## config.mk

```make
export PLATFORM = sky130hd
export DESIGN_NAME = msi_snoop_ctrl
export DESIGN_NICKNAME = d
export VERILOG_FILES = /design/src/rtl/msi_snoop_ctrl.sv
export SDC_FILE = /design/constraint.sdc
export NUM_CORES = 1
export LEC_CHECK = 0
export BUFFER_PORTS_ARGS = -buffer_cell sky130_fd_sc_hd__buf_2
export CAP_MARGIN = 0
export CORE_AREA = 8 8 102 104
export DETAILED_ROUTE_END_ITERATION = 16
export DIE_AREA = 0 0 110 112
export PLACE_DENSITY_LB_ADDON = 0.15
export SLEW_MARGIN = 20
export SYNTH_ARGS = -nofsm -noshare
export SYNTH_HDL_FRONTEND = slang
export SYNTH_SLANG_ARGS = --single-unit
export TNS_END_PERCENT = 30
```

## constraint.sdc

```tcl
create_clock -name clk -period 8.05 [get_ports clk]
set_input_delay 0.4025 -clock clk [delete_from_list [all_inputs] [get_ports clk]]
set_output_delay 0.4025 -clock clk [all_outputs]
set_load 0.01 [all_outputs]
```

## src/rtl/msi_snoop_ctrl.sv

```systemverilog
module msi_snoop_ctrl #(
  parameter int ADDR_W = 8,
  parameter int LINES  = 8
) (
  input  logic              clk,
  input  logic              rst_n,
  input  logic              cpu_req,
  input  logic              cpu_we,
  input  logic [ADDR_W-1:0] cpu_addr,
  output logic              cpu_ready,
  output logic              cpu_hit,
  output logic [1:0]        cpu_line_st,
  output logic              bus_req,
  input  logic              bus_gnt,
  output logic              bus_cmd_valid,
  output logic [1:0]        bus_cmd,
  output logic [ADDR_W-1:0] bus_addr,
  output logic              wb_valid,
  input  logic              snp_valid,
  input  logic [1:0]        snp_cmd,
  input  logic [ADDR_W-1:0] snp_addr
);
  localparam int IDX_W = $clog2(LINES);
  localparam int TAG_W = ADDR_W - IDX_W;

  localparam logic [1:0] ST_I = 2'b00, ST_S = 2'b01, ST_E = 2'b10;
  localparam logic [1:0] CMD_RD = 2'b01, CMD_WR = 2'b10, CMD_WB = 2'b11;

  typedef enum logic [1:0] {F_IDLE, F_ARB, F_MISS} fsm_t;

  fsm_t             fsm;
  logic [1:0]       st_q  [LINES];
  logic [TAG_W-1:0] tag_q [LINES];

  logic [IDX_W-1:0] c_idx, s_idx;
  logic [TAG_W-1:0] c_tag, s_tag;
  logic [1:0]       c_st, s_st;
  logic             c_match, s_match, c_hit, c_wb, miss_go;

  assign c_idx   = cpu_addr[IDX_W-1:0];
  assign c_tag   = cpu_addr[ADDR_W-1:IDX_W];
  assign c_st    = st_q[c_idx];
  assign c_match = (tag_q[c_idx] == c_tag) && (c_st != ST_I);
  assign c_hit   = c_match && (!cpu_we || c_st == ST_E);
  assign c_wb    = (c_st == ST_E) && !c_match;

  assign s_idx   = snp_addr[IDX_W-1:0];
  assign s_tag   = snp_addr[ADDR_W-1:IDX_W];
  assign s_st    = st_q[s_idx];
  assign s_match = (tag_q[s_idx] == s_tag) && (s_st != ST_I);

  assign miss_go = !snp_valid && ((fsm == F_ARB && bus_gnt && !c_wb) || fsm == F_MISS);

  assign cpu_hit     = !snp_valid && fsm == F_IDLE && cpu_req && c_hit;
  assign cpu_ready   = cpu_hit || miss_go;
  assign cpu_line_st = c_match ? c_st : ST_I;
  assign bus_req     = (fsm != F_IDLE);

  always_ff @(posedge clk) begin
    if (!rst_n) begin
      fsm           <= F_IDLE;
      bus_cmd_valid <= 1'b0;
      bus_cmd       <= 2'b00;
      bus_addr      <= '0;
      wb_valid      <= 1'b0;
      for (int i = 0; i < LINES; i++) begin
        st_q[i]  <= ST_I;
        tag_q[i] <= '0;
      end
    end else begin
      bus_cmd_valid <= 1'b0;
      wb_valid      <= 1'b0;
      if (snp_valid) begin
        if (s_match && snp_cmd != CMD_WB) begin
          if (s_st == ST_E) begin
            bus_cmd_valid <= 1'b1;
            wb_valid      <= 1'b1;
            bus_cmd       <= CMD_WB;
            bus_addr      <= snp_addr;
          end
          if (snp_cmd == CMD_WR)
            st_q[s_idx] <= ST_I;
          else if (s_st == ST_E)
            st_q[s_idx] <= ST_S;
        end
      end else begin
        case (fsm)
          F_IDLE: if (cpu_req && !c_hit) fsm <= F_ARB;
          F_ARB: if (bus_gnt && c_wb) begin
            bus_cmd_valid <= 1'b1;
            wb_valid      <= 1'b1;
            bus_cmd       <= CMD_WB;
            bus_addr      <= {tag_q[c_idx], c_idx};
            st_q[c_idx]   <= ST_I;
            fsm           <= F_MISS;
          end
          default: ;
        endcase
        if (miss_go) begin
          bus_cmd_valid <= 1'b1;
          bus_cmd       <= cpu_we ? CMD_WR : CMD_RD;
          bus_addr      <= cpu_addr;
          tag_q[c_idx]  <= c_tag;
          st_q[c_idx]   <= cpu_we ? ST_E : ST_S;
          fsm           <= F_IDLE;
        end
      end
    end
  end
endmodule

```

==> results of run 1 <==
cells by family (layout without fill, tap and decap cells):
family,Yosys count,in the layout
buf+inv,35,67
simple gates,145,145
mux,53,53
xor+xnor,4,4
flops,70,70
compound gates,87,87
worst reg2reg max path, stage by stage (launching register included):
cell	delay (ns)
edfxtp_1	0.44
mux4_1	0.55
mux2i_2	0.21
xnor2_1	0.12
a21oi_2	0.17
nand4_4	0.23
a21o_1	0.22
buf_4	0.24
o31ai_1	0.70
power breakdown:
part / switching (mW) / internal (mW) / leakage (nW)
Combinational: 0.0810 / 0.0467 / 0.970
Clock: 0.140 / 0.143 / 0.100
Sequential: 0.00905 / 0.402 / 0.690
Total: 0.230 / 0.592 / 1.76
cells in the mapped netlist, drive strengths merged, types with 4 or more instances:
| cell | count |
|---|---|
| clkbuf | 10 |
| o21ai | 20 |
| inv | 8 |
| nor2b | 4 |
| mux2 | 4 |
| xnor2 | 4 |
| and2 | 7 |
| dfxtp | 14 |
| nand3 | 4 |
| a32o | 5 |
| mux2i | 39 |
| a22oi | 12 |
| o31ai | 4 |
| o221ai | 4 |
| nand2b | 17 |
| a21oi | 15 |
| and3 | 4 |
| mux4 | 10 |
| nor2 | 40 |
| nor4 | 7 |
| a21o | 5 |
| nand2 | 23 |
| edfxtp | 56 |
| buf | 15 |
| nor3 | 29 |
through the flow:
step           instance area [um^2]  hold slack (ns)  setup slack [ns]
2_1_floorplan                  4260            0.507              5.07
3_3_place_gp                   4460            0.444              4.30
3_5_place_dp                   4460            0.457              4.20
4_1_cts                        4650            0.333              4.52
5_1_grt                        4650            0.343              4.31
6_report                       4650            0.353              4.45
registers in the layout, summed over array words and instances (netlist names):
signal,count
fsm,2
st_q,16
bus_cmd,2
bus_addr,8
wb_valid,1
bus_cmd_valid,1
tag_q,40
cell type report:
| type | count | area [um^2] |
|---|---|---|
| fillers | 839 | 4240 |
| well taps | 111 | 139 |
| clock buffers | 10 | 128 |
| repair buffers | 41 | 208 |
| inverters | 10 | 37.5 |
| multi-input cells | 289 | 2120 |
| clock inverters | 6 | 62.6 |
| flip-flops and latches | 70 | 1960 |
worst paths after layout:
check,from,to,slack (ns),depth (start not counted)
hold / removal,cpu_we,bus_cmd[0]$_SDFFE_PN0P_,0.35,2
setup reg to reg,tag_q[1][1]$_SDFFCE_PN0P_,tag_q[2][4]$_SDFFCE_PN0P_,4.80,8
hold reg to reg,bus_addr[4]$_SDFFE_PN0P_,bus_addr[4]$_SDFFE_PN0P_,0.47,1
setup / recovery,cpu_addr[2],cpu_ready,4.45,8
layer usage:
metal	vias up	part of all wire, %	GRT usage, %
met3	19	10	4.39
met2	193	46	30.9
met4	0	1.9	7.12
met5	-	0	0
met1	1659	42	27.7
li1	1561	-	-
==> out/qor.txt, run 1 <==
postcts setup bufs: 0
final non-filler cell total: 537
Die Area: 12300 um^2
outcome: completed
Adder-Cell Fraction of Synth Area: 0%
CP cell instances: buf_2, clkinv_1, a32o_1, nor4_2, and2_1, a21oi_4, a21o_1, buf_2
largest net degree at the start of global routing: 33
commonest non-fill, non-tap cell in the layout: edfxtp_1
first-pass GRT wire length: 19.1 mm
hold-fix buffers at CTS: 0
clk sinks: 70
DR DRC count: 0
post-synthesis cell area: 4260 um^2
largest family of logic cells by synthesized area: simple AND/OR/NAND/NOR gates
worst min path class: in2reg
RePlAce Congestion: 0.944
Hold Vio Cnt, Final: 0
Die H: 112 um
fin. max-slew vios: 0
CP required: 7.65 ns
max-cap violation count: 0
WL final: 12.2 mm
Die X: 110 um
Synth Area in XOR/XNOR: 0.823%
Top FF cell, synth: edfxtp_1
top cells by area, synth: edfxtp_1 (39%), mux2i_1 (8.7%), dfxtp_1 (6.6%)
layout cells sized above 1: 19.2%
Worst setup EP type: primary output
I/O Pins: 41
Finished Core Util: 52.4%
Netlist cell types: 58
# port buffers: 40
worst-margin pin slew: 0.827 ns
routed vias/inst: 6.39
VDD IR max: 0.0680 mV
final setup TNS: 0 ns
post-synthesis compound-gate area fraction: 14.8%
total power: 0.822 mW
PostCTS Resize Cnt: 0
cells after synthesis: 394
n_diodes: 0
Pre-antenna DRT Iters: 5
maximum clock insertion buffer count: 2
slew margin rel.: 44.8%
crit-path max FO: 31
antenna violations before repair: 0
CP delay by family, top: buffers and inverters
CTS clock-pin slew for the worst setup and hold paths: 0.08 ns
ANT nets after route: 0
Tot GR Track Use: 20.4%
CP bufs+invs: 3
mux cell area share after synthesis: 16.2%
period utilization: 44.7%
Worst-Skew Late Latency: 0.35 ns
pwr/cell area: 177 nW/um^2
FFs w/ async S/R, synth: 0%
CTS root buf: clkbuf_8
Yosys top cell area share: 39.5%
crit path time final: 3.60 ns
Synth Area in Simple Gates: 17.9%
Synth Register Bits: 70
core box area: 8890 um^2
CTS Buf Count: 9
crit path kind: in2out
P&R area growth vs syn: 9.32%
commonest non-fill, non-tap cells in the layout: edfxtp_1 (56), nor2_1 (40), buf_2 (40)
Startpoint Class: primary input
RSZ-0062 raised after global routing: false
Clock Skew: 0.0149 ns
leading area contributor after synthesis: edfxtp_1
post-synthesis sequential area ratio: 46.1%
# rows: 35
TritonCTS clock tree: yes
H-tree depth: 3
Syn Area/Cell: 10.8 um^2
initial core utilization: 47.9%
crit path DAT: 3.20 ns
syn nets: 418
1st-iter DRT viols: 349
wire per inst: 22.8 um
HPWL after DPL: 8.96 mm
Post-synth EDFFs: 56
via count of the first global-routing pass: 3384
DR vias: 3432
Peak Freq: 278 MHz
Max stage delay on crit path: 0.59 ns
CP most frequent cell: buf_2
leakage: 1.76 nW
nets: 445
Setup Viol. Count Final: 0
Syn. warnings: 0
DP Cell Count: 521
grt ovf: 0
Crit-path slowest cell: buf_2
No activity file was read; power rests on OpenSTA's default activity.
==> inputs of run 2 (changes only) <==
Clock period 8.05 ns to 3.7 ns, I/O delays scaled along.
==> out/qor.txt, run 2 (synthesis gave the netlist of run 1 again) <==
crit path kind: reg2reg
multi-input logic area: 2120 um^2
antenna violations before repair: 0
worst-margin pin slew: 0.713 ns
TritonCTS clock tree: yes
1st-iter DRT viols: 383
max-cap violation count: 0
Worst setup EP type: register
commonest non-fill, non-tap cells in the layout: edfxtp_1 (56), nor2_1 (40), buf_2 (40)
DR vias: 3459
crit-path max FO: 20
via count of the first global-routing pass: 3428
Die X: 110 um
Die Area: 12300 um^2
biggest regs: tag_q (40), st_q (16), bus_addr (8)
P&R area growth vs syn: 11.6%
R2R Setup Slk: 0.67 ns
# port buffers: 40
met3 Resource Use GR: 3.35%
max FFs per register: 40
Setup Viol. Count Final: 0
n_diodes: 0
slew margin rel.: 52.5%
I/O Pins: 41
Peak Freq: 330 MHz
postcts setup bufs: 0
most crowded layer after global routing: met2
routed vias/inst: 6.30
initial core utilization: 47.9%
final hold slack: 0.135 ns
Tot GR Track Use: 20.5%
outcome: completed
Pre-antenna DRT Iters: 7
CTS root buf: clkbuf_8
worst min path class: in2reg
Top reg by flops: tag_q
WL final: 12.3 mm
core box area: 8890 um^2
PostCTS Resize Cnt: 0
layout cells sized above 1: 21.7%
met1 Usage GRT: 28.2%
leakage: 1.82 nW
maximum clock insertion buffer count: 2
final setup TNS: 0 ns
H-tree depth: 3
Worst-Skew Late Latency: 0.35 ns
met2 GRT Util: 31.5%
nets: 457
Reg area: 1960 um^2
DR DRC count: 0
fin. max-slew vios: 0
crit path time final: 3.03 ns
hold-fix buffers at CTS: 0
HPWL after DPL: 9.41 mm
Startpoint Class: register
commonest non-fill, non-tap cell in the layout: edfxtp_1
VDD IR max: 0.171 mV
wire per inst: 22.4 um
grt ovf: 0
largest net degree at the start of global routing: 32
clk sinks: 70
CTS clock-pin slew for the worst setup and hold paths: 0.08 ns
CP required: 3.77 ns
ANT nets after route: 0
pwr/cell area: 379 nW/um^2
period utilization: 81.9%
# rows: 35
Clock Skew: 0.00924 ns
first-pass GRT wire length: 19.2 mm
RSZ-0062 raised after global routing: false
Hold Vio Cnt, Final: 0
RePlAce Congestion: 0.899
CTS Buf Count: 9
crit path DAT: 3.10 ns
Die H: 112 um
fillers: 808
[run 2: cell types whose count changed in the layout (fill, tap and decap cells not counted), sizes merged]
cell / before / now
clkinvlp: 0 / 1
clkbuf: 10 / 9
buf: 41 / 53
[run 2: cell type report]
type / count / share of cell area, %
Clock inverter: 7 / 1.55
Clock buffer: 9 / 2.61
Multi-Input combinational cell: 289 / 44.6
Timing Repair Buffer: 53 / 6.27
Inverter: 10 / 0.790
Tap cell: 111 / 2.92
Sequential cell: 70 / 41.3
[run 2: through the flow]
| step | total power, mW | cells | instance area (um^2) | utilization (%) | setup slack (ns) |
|---|---|---|---|---|---|
| 5_1_grt | 1.86 | 549 | 4750 | 53.5 | 0.522 |
| 2_1_floorplan | 1.10 | 394 | 4260 | - | 0.929 |
| 3_3_place_gp | 1.19 | 533 | 4550 | 51.2 | 0.585 |
| 6_report | 1.80 | 549 | 4750 | 53.5 | 0.672 |
| 4_1_cts | 1.81 | 549 | 4750 | 53.5 | 0.715 |
| 3_5_place_dp | 1.20 | 533 | 4550 | 51.2 | 0.499 |
[run 2: final timing paths]
path / startpoint / endpoint / cells past startpoint
worst max-delay path: tag_q[1][1]$_SDFFCE_PN0P_ / tag_q[2][4]$_SDFFCE_PN0P_ / 8
worst min-delay path: cpu_we / bus_cmd[0]$_SDFFE_PN0P_ / 2
worst max register to register: tag_q[1][1]$_SDFFCE_PN0P_ / tag_q[2][4]$_SDFFCE_PN0P_ / 8
worst min register to register: bus_addr[7]$_SDFFE_PN0P_ / bus_addr[7]$_SDFFE_PN0P_ / 1
[run 2: power by group]
part / leakage, nW / total (mW) / internal (mW) / switching, mW
Clock: 0.0996 / 0.619 / 0.313 / 0.306
Sequential: 0.690 / 0.895 / 0.875 / 0.0198
Combinational: 1.03 / 0.287 / 0.110 / 0.177
[run 2: critical path, cell delays in order (launching register included)]
cell and delay, ns:
edfxtp_1 0.45, mux4_1 0.55, mux2i_2 0.23, xnor2_1 0.13, a21oi_2 0.16, nand4_4 0.22
a21o_1 0.46, o31ai_1 0.35, buf_4 0.20
[run 2: routing by layer]
layer	routed length, um	vias up
li1	-	1594
met1	5350	1690
met2	5760	153
met3	979	22
met4	229	0
met5	0	-
==> inputs of run 3 (changes only) <==
Clock period 3.7 ns to 3 ns, I/O delays scaled along.
==> out/qor.txt, run 3 (synthesis gave the netlist of run 1 again) <==
outcome: completed
Peak Freq: 348 MHz
setup slack after layout: 0.130 ns
TritonCTS clock tree: yes
DR vias: 3591
final setup TNS: 0 ns
Max stage delay on crit path: 0.54 ns
Hold Vio Cnt, Final: 0
Tot GR Track Use: 20.6%
H-tree depth: 3
ANT nets after route: 0
DR DRC count: 0
nets: 480
crit path DAT: 2.72 ns
HPWL after DPL: 9.29 mm
Crit-path slowest cell: mux4_1
1st-iter DRT viols: 365
initial core utilization: 47.9%
wire per inst: 21.8 um
max-cap violation count: 0
crit path time final: 2.87 ns
Die H: 112 um
Top reg by flops: tag_q
final non-filler cell total: 572
core box area: 8890 um^2
Worst-Skew Late Latency: 0.35 ns
Pre-antenna DRT Iters: 5
RePlAce Congestion: 0.853
CTS Buf Count: 9
fin. max-slew vios: 0
CP cell instances: mux4_1, mux2i_2, xnor2_1, a21oi_2, nand4_4, buf_4, o21bai_1, nor3_2, a21o_1, buf_2
slew margin rel.: 52.9%
pre-CTS setup slack: 0.160 ns
crit path kind: reg2out
Startpoint Class: register
first-pass GRT wire length: 19.3 mm
CTS clock-pin slew for the worst setup and hold paths: 0.10 ns
worst-margin pin slew: 0.699 ns
antenna violations before repair: 0
largest net degree at the start of global routing: 27
via count of the first global-routing pass: 3432
CP required: 2.85 ns
n_diodes: 0
clk sinks: 70
final hold slack: 0.106 ns
DP Cell Count: 551
grt ovf: 0
CTS root buf: clkbuf_8
# rows: 35
layout cells sized above 1: 25.6%
# port buffers: 40
WL final: 12.5 mm
period utilization: 95.7%
RSZ-0062 raised after global routing: false
commonest non-fill, non-tap cells in the layout: edfxtp_1 (56), nor2_1 (40), buf_2 (40)
max FFs per register: 40
hold-fix buffers at CTS: 0
Setup Viol. Count Final: 0
Die Area: 12300 um^2
biggest regs: tag_q (40), st_q (16), bus_addr (8)
Worst setup EP type: primary output
maximum clock insertion buffer count: 2
leakage: 1.93 nW
Die X: 110 um
routed vias/inst: 6.28
commonest non-fill, non-tap cell in the layout: edfxtp_1
crit-path max FO: 9
Clock Skew: 0.0133 ns
I/O Pins: 41
P&R area growth vs syn: 16.0%
PostCTS Resize Cnt: 0
VDD IR max: 0.240 mV
worst min path class: in2reg
pwr/cell area: 452 nW/um^2
[run 3: through the flow]
| step | power [mW] | utilization (%) | area, um^2 |
|---|---|---|---|
| 2_1_floorplan | 1.36 | - | 4260 |
| 3_3_place_gp | 1.49 | 53.0 | 4710 |
| 3_5_place_dp | 1.50 | 53.0 | 4710 |
| 4_1_cts | 2.23 | 55.1 | 4900 |
| 5_1_grt | 2.31 | 55.5 | 4940 |
| 6_report | 2.23 | 55.5 | 4940 |
[run 3: path summary, 6_finish.rpt]
check / to / cells past startpoint / start / slack, ns
worst max-delay path: cpu_ready / 10 / tag_q[1][1]$_SDFFCE_PN0P_ / 0.13
worst min register to register: bus_addr[4]$_SDFFE_PN0P_ / 1 / bus_addr[4]$_SDFFE_PN0P_ / 0.47
worst max register to register: tag_q[4][0]$_SDFFCE_PN0P_ / 7 / tag_q[1][1]$_SDFFCE_PN0P_ / 0.27
worst min-delay path: bus_cmd[0]$_SDFFE_PN0P_ / 2 / cpu_we / 0.11
[run 3: area by class of cell]
cell class	instances	area (um^2)
clock buffers	9	124
clock inverters	7	61.3
fillers	797	3950
inverters	10	37.5
multi-input cells	289	2120
flip-flops and latches	70	1960
well taps	111	139
repair buffers	76	495
[run 3: critical path: cells and delay by family, from the launching register on]
family | cells | cell delay [ns]
multiplexers | 2 | 0.75
AO/OA/AOI/OAI | 3 | 0.45
flip-flops | 1 | 0.44
buffers and inverters | 2 | 0.32
AND/OR/NAND/NOR | 2 | 0.26
XOR/XNOR | 1 | 0.12
[run 3: metal layers]
metal  share of wire, %  vias to the layer above  GRT usage (%)
met3                9.2                       17           4.74
met5                  0                        -              0
met2                 46                      183           30.7
met1                 43                     1763           28.9
met4                1.4                        0           5.41
li1                   -                     1628              -
[run 3: power by group]
group          switching (mW)  internal, mW  total, mW  leakage (nW)
registers              0.0226          1.08       1.10         0.690
logic                   0.225         0.159      0.385          1.15
clock network           0.428         0.316      0.745        0.0888
[run 3: timing repair]
action,4_1_cts,5_1_grt
endpoints found under the setup margin,0,1
hold endpoints to repair,0,0
setup buffers,0,5
